$ cat config.mk
export PLATFORM = sky130hd
export DESIGN_NAME = serial_ctrl_slave
export DESIGN_NICKNAME = d
export VERILOG_FILES = /design/src/rtl/scs_pkg.sv /design/src/rtl/scs_sync.sv /design/src/rtl/scs_frame_ctl.sv /design/src/rtl/scs_rx_buffer.sv /design/src/rtl/scs_tx_shift.sv /design/src/rtl/serial_ctrl_slave.sv
export SDC_FILE = /design/constraint.sdc
export NUM_CORES = 1
export LEC_CHECK = 0
export BUFFER_PORTS_ARGS = -buffer_cell sky130_fd_sc_hd__buf_2
export CORE_AREA = 2 2 184 204
export DETAILED_ROUTE_END_ITERATION = 10
export DIE_AREA = 0 0 186 206
export PLACE_DENSITY = 0.79
export SYNTH_ARGS = -nofsm -noshare
export SYNTH_HDL_FRONTEND = slang
export SYNTH_HIERARCHICAL = 1
export SYNTH_SLANG_ARGS = --single-unit
$ cat constraint.sdc
create_clock -name clk_i -period 3.15 [get_ports clk_i]
set_input_delay 0.63 -clock clk_i [delete_from_list [all_inputs] [get_ports clk_i]]
set_output_delay 0.63 -clock clk_i [all_outputs]
set_load 0.01 [all_outputs]
$ cat src/rtl/scs_pkg.sv
package scs_pkg;
  typedef enum logic [1:0] {
    FK_IDLE    = 2'd0,
    FK_WRITE   = 2'd1,
    FK_READ    = 2'd2,
    FK_FOREIGN = 2'd3
  } frame_kind_e;
endpackage

$ cat src/rtl/scs_sync.sv
module scs_sync #(
  parameter int W      = 3,
  parameter int STAGES = 2
) (
  input  logic         clk_i,
  input  logic         rst_ni,
  input  logic [W-1:0] d_i,
  output logic [W-1:0] q_o
);
  logic [W-1:0] st_q [STAGES];

  always_ff @(posedge clk_i or negedge rst_ni) begin
    if (!rst_ni) st_q[0] <= '0;
    else         st_q[0] <= d_i;
  end

  for (genvar g = 1; g < STAGES; g++) begin : g_stage
    always_ff @(posedge clk_i or negedge rst_ni) begin
      if (!rst_ni) st_q[g] <= '0;
      else         st_q[g] <= st_q[g-1];
    end
  end

  assign q_o = st_q[STAGES-1];
endmodule

$ cat src/rtl/scs_frame_ctl.sv
module scs_frame_ctl
  import scs_pkg::*;
#(
  parameter int          ADDR_W  = 8,
  parameter logic [7:0]  WR_ADDR = 8'hA6,
  parameter logic [7:0]  RD_ADDR = 8'hA7,
  parameter int          CNT_MAX = 201,
  parameter int          CNT_W   = $clog2(CNT_MAX + 1)
) (
  input  logic             clk_i,
  input  logic             rst_ni,
  input  logic             ce_i,
  input  logic             cl_i,
  input  logic             di_i,
  output logic             rise_o,
  output logic             fall_o,
  output logic             open_o,
  output logic             close_o,
  output logic [CNT_W-1:0] cnt_o,
  output frame_kind_e      kind_o
);
  logic              ce_q, cl_q;
  logic [CNT_W-1:0]  cnt_q;
  logic [ADDR_W-1:0] addr_q;

  assign open_o  = ce_i & ~ce_q;
  assign close_o = ~ce_i & ce_q;
  // both edges need enable seen high on this and the previous cycle
  assign rise_o  = ce_i & ce_q & cl_i & ~cl_q;
  assign fall_o  = ce_i & ce_q & ~cl_i & cl_q;

  always_ff @(posedge clk_i or negedge rst_ni) begin
    if (!rst_ni) begin
      ce_q   <= 1'b0;
      cl_q   <= 1'b0;
      cnt_q  <= '0;
      addr_q <= '0;
    end else begin
      ce_q <= ce_i;
      cl_q <= cl_i;
      if (open_o) begin
        cnt_q  <= '0;
        addr_q <= '0;
      end else if (rise_o) begin
        if (cnt_q < CNT_W'(ADDR_W)) addr_q <= {di_i, addr_q[ADDR_W-1:1]};
        if (cnt_q != CNT_W'(CNT_MAX)) cnt_q <= cnt_q + 1'b1;
      end
    end
  end

  always_comb begin
    kind_o = FK_IDLE;
    if (cnt_q >= CNT_W'(ADDR_W)) begin
      if (addr_q == WR_ADDR)      kind_o = FK_WRITE;
      else if (addr_q == RD_ADDR) kind_o = FK_READ;
      else                        kind_o = FK_FOREIGN;
    end
  end

  assign cnt_o = cnt_q;

  AST_CNT_ONLY_ON_EDGE: assert property (@(posedge clk_i) disable iff (!rst_ni)
    (!rise_o && !open_o) |=> $stable(cnt_q));
endmodule

$ cat src/rtl/scs_rx_buffer.sv
module scs_rx_buffer
  import scs_pkg::*;
#(
  parameter int ADDR_W = 8,
  parameter int LEN_S  = 56,
  parameter int LEN_L  = 200,
  parameter int PAY_W  = LEN_L - ADDR_W,
  parameter int CNT_W  = 8
) (
  input  logic             clk_i,
  input  logic             rst_ni,
  input  logic             rise_i,
  input  logic             open_i,
  input  logic             close_i,
  input  logic [CNT_W-1:0] cnt_i,
  input  frame_kind_e      kind_i,
  input  logic             di_i,
  input  logic             ack_i,
  output logic [PAY_W-1:0] cmd_o,
  output logic             long_o,
  output logic             busy_o
);
  logic [PAY_W-1:0] stg_q, cmd_q;
  logic             long_q, busy_q;
  logic [CNT_W-1:0] idx;
  logic             in_pay, len_ok, commit;

  assign idx    = cnt_i - CNT_W'(ADDR_W);
  assign in_pay = (cnt_i >= CNT_W'(ADDR_W)) && (cnt_i < CNT_W'(ADDR_W + PAY_W));
  assign len_ok = (cnt_i == CNT_W'(LEN_S)) || (cnt_i == CNT_W'(LEN_L));
  assign commit = close_i && (kind_i == FK_WRITE) && len_ok && !busy_q;

  always_ff @(posedge clk_i or negedge rst_ni) begin
    if (!rst_ni) begin
      stg_q  <= '0;
      cmd_q  <= '0;
      long_q <= 1'b0;
      busy_q <= 1'b0;
    end else begin
      if (open_i) stg_q <= '0;
      else if (rise_i && in_pay && kind_i == FK_WRITE) stg_q[idx] <= di_i;
      if (commit) begin
        cmd_q  <= stg_q;
        long_q <= (cnt_i == CNT_W'(LEN_L));
        busy_q <= 1'b1;
      end else if (ack_i) begin
        busy_q <= 1'b0;
      end
    end
  end

  assign cmd_o  = cmd_q;
  assign long_o = long_q;
  assign busy_o = busy_q;

  AST_BUSY_AT_CLOSE: assert property (@(posedge clk_i) disable iff (!rst_ni)
    $rose(busy_q) |-> $past(close_i));
  AST_BUSY_LEN_OK: assert property (@(posedge clk_i) disable iff (!rst_ni)
    $rose(busy_q) |-> $past(cnt_i == CNT_W'(LEN_S) || cnt_i == CNT_W'(LEN_L)));
  AST_HELD_STABLE: assert property (@(posedge clk_i) disable iff (!rst_ni)
    busy_q |=> $stable(cmd_q));
  AST_ACK_CLEARS: assert property (@(posedge clk_i) disable iff (!rst_ni)
    (ack_i && busy_q) |=> !busy_q);
endmodule

$ cat src/rtl/scs_tx_shift.sv
module scs_tx_shift
  import scs_pkg::*;
#(
  parameter int RD_W = 56
) (
  input  logic            clk_i,
  input  logic            rst_ni,
  input  logic            ce_i,
  input  logic            fall_i,
  input  frame_kind_e     kind_i,
  input  logic [RD_W-1:0] word_i,
  output logic            do_oe_o
);
  logic            armed_q, out_q;
  logic [RD_W-2:0] sh_q;

  always_ff @(posedge clk_i or negedge rst_ni) begin
    if (!rst_ni) begin
      armed_q <= 1'b0;
      out_q   <= 1'b1;
      sh_q    <= '1;
    end else if (!ce_i) begin
      armed_q <= 1'b0;
      out_q   <= 1'b1;
      sh_q    <= '1;
    end else if (fall_i && kind_i == FK_READ) begin
      if (!armed_q) begin
        // snapshot at the first falling edge after the address
        armed_q <= 1'b1;
        out_q   <= word_i[0];
        sh_q    <= word_i[RD_W-1:1];
      end else begin
        out_q <= sh_q[0];
        sh_q  <= {1'b1, sh_q[RD_W-2:1]};
      end
    end
  end

  assign do_oe_o = ~out_q;

  AST_DO_RELEASED_IDLE: assert property (@(posedge clk_i) disable iff (!rst_ni)
    !ce_i |=> !do_oe_o);
  AST_DRIVE_ONLY_READ: assert property (@(posedge clk_i) disable iff (!rst_ni)
    do_oe_o |-> (kind_i == FK_READ));
endmodule

$ cat src/rtl/serial_ctrl_slave.sv
module serial_ctrl_slave
  import scs_pkg::*;
#(
  parameter logic [7:0] WR_ADDR     = 8'hA6,
  parameter logic [7:0] RD_ADDR     = 8'hA7,
  parameter int         ADDR_W      = 8,
  parameter int         LEN_S       = 56,
  parameter int         LEN_L       = 200,
  parameter int         STAT_W      = 8,
  parameter int         MON_W       = 24,
  parameter int         SYNC_STAGES = 2,
  localparam int        PAY_W       = LEN_L - ADDR_W,
  localparam int        RD_W        = STAT_W + 2 * MON_W,
  localparam int        CNT_MAX     = LEN_L + 1,
  localparam int        CNT_W       = $clog2(CNT_MAX + 1)
) (
  input  logic              clk_i,
  input  logic              rst_ni,
  input  logic              ce_i,
  input  logic              cl_i,
  input  logic              di_i,
  output logic              do_oe_o,
  output logic              busy_o,
  input  logic              ack_i,
  output logic [PAY_W-1:0]  cmd_data_o,
  output logic              cmd_long_o,
  input  logic [STAT_W-1:0] status_i,
  input  logic [MON_W-1:0]  mon_a_i,
  input  logic [MON_W-1:0]  mon_b_i
);
  logic [2:0]       pins_s;
  logic             rise, fall, open_f, close_f;
  logic [CNT_W-1:0] cnt;
  frame_kind_e      kind;

  scs_sync #(.W(3), .STAGES(SYNC_STAGES)) i_sync (
    .clk_i (clk_i),
    .rst_ni(rst_ni),
    .d_i   ({ce_i, cl_i, di_i}),
    .q_o   (pins_s)
  );

  scs_frame_ctl #(
    .ADDR_W (ADDR_W),
    .WR_ADDR(WR_ADDR),
    .RD_ADDR(RD_ADDR),
    .CNT_MAX(CNT_MAX),
    .CNT_W  (CNT_W)
  ) i_frame_ctl (
    .clk_i  (clk_i),
    .rst_ni (rst_ni),
    .ce_i   (pins_s[2]),
    .cl_i   (pins_s[1]),
    .di_i   (pins_s[0]),
    .rise_o (rise),
    .fall_o (fall),
    .open_o (open_f),
    .close_o(close_f),
    .cnt_o  (cnt),
    .kind_o (kind)
  );

  scs_rx_buffer #(
    .ADDR_W(ADDR_W),
    .LEN_S (LEN_S),
    .LEN_L (LEN_L),
    .PAY_W (PAY_W),
    .CNT_W (CNT_W)
  ) i_rx_buffer (
    .clk_i  (clk_i),
    .rst_ni (rst_ni),
    .rise_i (rise),
    .open_i (open_f),
    .close_i(close_f),
    .cnt_i  (cnt),
    .kind_i (kind),
    .di_i   (pins_s[0]),
    .ack_i  (ack_i),
    .cmd_o  (cmd_data_o),
    .long_o (cmd_long_o),
    .busy_o (busy_o)
  );

  scs_tx_shift #(.RD_W(RD_W)) i_tx_shift (
    .clk_i  (clk_i),
    .rst_ni (rst_ni),
    .ce_i   (pins_s[2]),
    .fall_i (fall),
    .kind_i (kind),
    .word_i ({mon_b_i, mon_a_i, status_i}),
    .do_oe_o(do_oe_o)
  );
endmodule

==> metrics <==
Netlist cell types 68; Post-CTS Setup Bufs 0; actual slew at the worst max-slew pin 1040 ps; CTS Sinks 467; Layout Nets 2016; final core occ 66.0%; Yosys warning total 6; Initial Utilization 56.8%; Clock Path Buffers 3; Area contributors post-synth dfrtp_1 49%, mux2_1 9.2%, dfstp_2 7.1%, a21oi_1 4.5%, o21ai_0 3.8%; outcome completed; Synth Instances 1716; CP max stage delay 570 ps; worst flop-to-flop path endpoint i_rx_buffer/cmd_o[143]; Leakage Power 11.5 nW; vias after detailed routing 15690; critical path class flop to flop; Placer Congestion 0.947; cts hold-fix bufs 0; Cell Pwr Density 501 mW/mm^2; final max-slew violation count 0; Netlist Area Pre-Place 0.0208 mm^2; largest net degree at the start of global routing 102; vias in the first global route 15643; grt total ovfl 0; RSZ-0062 raised after global routing no; fin crit share 96.5%; CP Capture Type flop; Slew HR 30.0%; CP Launch Type flop; most used cell, CP buf_12; total global-route track usage 29.7%; worst vdd ir 0.368 mV; post-synth top area share 49.5%; R2R depth 8; Clock transition at path regs 60 ps; PortBufs 256; CTS tree yes; first-pass GRT wire length 87.4 mm; Clk Latency, worst-skew pair 570 ps; area delta synth->final 16.1%; post-layout power 12.1 mW; crit path max fanout 22; reg2reg start i_frame_ctl/cnt_o[3]; DP Area 0.0225 mm^2; register area share after synthesis 56.5%; die outline height 206 um; worst-path cell chain or4_4 > o22a_2 > nor4bb_1 > and4_1 > nand2_4 > buf_12 > buf_12 > mux2_1; synthesis-stage register bit count 467; num rows 74; most frequent cells in the layout 409 x dfrtp_1, 255 x buf_2, 187 x a21oi_1; Clock Skew 26.2 ps; Most used DFF post-synth dfrtp_1; die width 186 um; DRT iter0 DRCs 1933; total wire length 56.8 mm; total CTS buffers 46; Max Cap Viol 0; Post-DRT Antenna Nets 0; Post-Syn Area per Cell 12.1 um^2; Hold Path Class primary input to asynchronous set/reset pin; number of synthesized flops with an enable pin 0; HPWL Detailed 37.3 mm; Post-synth ARST share 100%; core area 0.0366 mm^2; CP required 3590 ps; area leader, netlist dfrtp_1; CP arrival 3480 ps; FMAX 0.329 GHz; die area 0.0383 mm^2; # DRC 0; Final Hold Viols 0; fillers 2655; Final Critical Period 3040 ps; routed len/inst 22.9 um; syn nets 1783; num ports 257; Finished Cell Area 0.0241 mm^2; share of cells above drive strength 1 30.3%; initial antenna violation count 1; Pre-Repair DR Iteration Count 8; post-cts resize count 0; CP max-delay cell or4_4; Vias/cell 6.33; CTS H-tree lvls 2; commonest non-fill, non-tap cell in the layout dfrtp_1; R2R Setup Slk 110 ps; Total Neg Setup Slack 0 ps; hold_ws 54.8 ps; Setup violations, final 0; clock root cell clkbuf_16
## routing by layer
metal / global-route usage [%] / up-vias / part of all wire, % / routed length, um
met1: 38.8 / 7821 / 38 / 21500
met2: 46.6 / 892 / 47 / 26800
met3: 6.77 / 203 / 9.8 / 5570
met5: 0 / - / 0 / 0
li1: - / 6774 / - / -
met4: 15.0 / 0 / 5.1 / 2890
## how the worst max path moves through the flow
stage / end / startpoint
6_report: i_rx_buffer/cmd_o[143] / i_frame_ctl/cnt_o[3]
5_1_grt: i_rx_buffer/cmd_o[136] / i_frame_ctl/cnt_o[3]
4_1_cts: i_rx_buffer/cmd_o[56] / i_frame_ctl/cnt_o[3]
3_5_place_dp: i_rx_buffer/cmd_o[56] / i_frame_ctl/cnt_o[3]
3_3_place_gp: i_rx_buffer/cmd_o[46] / i_frame_ctl/cnt_o[3]
2_1_floorplan: i_rx_buffer/cmd_o[122] / i_frame_ctl/cnt_o[6]
## worst max-delay path: cells and delay by family, from the launching register on
family	cells	cell delay [ps]
AND/OR/NAND/NOR	4	1500
buffers and inverters	2	410
flip-flops	1	390
multiplexers	1	320
AO/OA/AOI/OAI	1	280
## power by group
group	total [mW]	leakage, nW	switching, mW	internal, mW
logic	0.356	4.39	0.252	0.103
clock network	5.70	0.793	2.36	3.35
registers	6.03	6.31	0.0250	6.01
## area by class of cell
class                   instances  area, um^2  area share, %
flip-flops and latches        467       11800           48.7
multi-input cells            1078        7950           32.9
repair buffers                345        2160           8.95
clock buffers                  65        1390           5.78
well taps                     494         618           2.56
clock inverters                19         204          0.845
inverters                      11        43.8          0.181
diodes                          1        2.50         0.0104
## metrics by stage
stage	setup slack, ps	instances
finish	110	2480
global route	5.98	2480
CTS	112	2479
detailed placement	114	2395
global placement	222	2395
floorplan	475	1716
## state kept, by name, summed over array words and instances, names as in the netlist
signal,count
i_rx_buffer/cmd_o,192
i_rx_buffer/stg_q,192
i_tx_shift/sh_q,55
i_frame_ctl/addr_q,8
i_frame_ctl/cnt_o,8
i_sync/q_o,3
i_sync/st_q,3
i_frame_ctl/ce_q,1
i_frame_ctl/cl_q,1
i_rx_buffer/busy_o,1
i_rx_buffer/long_o,1
i_tx_shift/armed_q,1
i_tx_shift/out_q,1
## cell families (layout without fill, tap and decap cells)
logic type,Yosys count,in the layout,synth area share [%]
xor+xnor,3,3,0.163
mux,267,267,14.0
buf+inv,171,440,5.39
fa+ha+maj,5,5,0.301
compound gates,466,466,14.4
simple gates,337,337,9.19
flops,467,467,56.5
other cells,0,1,0
## synth_stat cells (all sizes together) (3+ instances only)
cell and n:
mux2 193, nand2 43, and3 5, dfrtp 411
mux2i 74, clkbuf 60, dfstp 56, nand4 109
nor3 8, o21a 3, nand2b 6, o21ai 200
a2bb2oi 55, inv 11, nor2b 4, o22a 3
and2 13, or3 3, a21oi 192, buf 100
nor2 23, ha 5, nand3 105
Note: power is estimated with default switching activity, not from simulation.
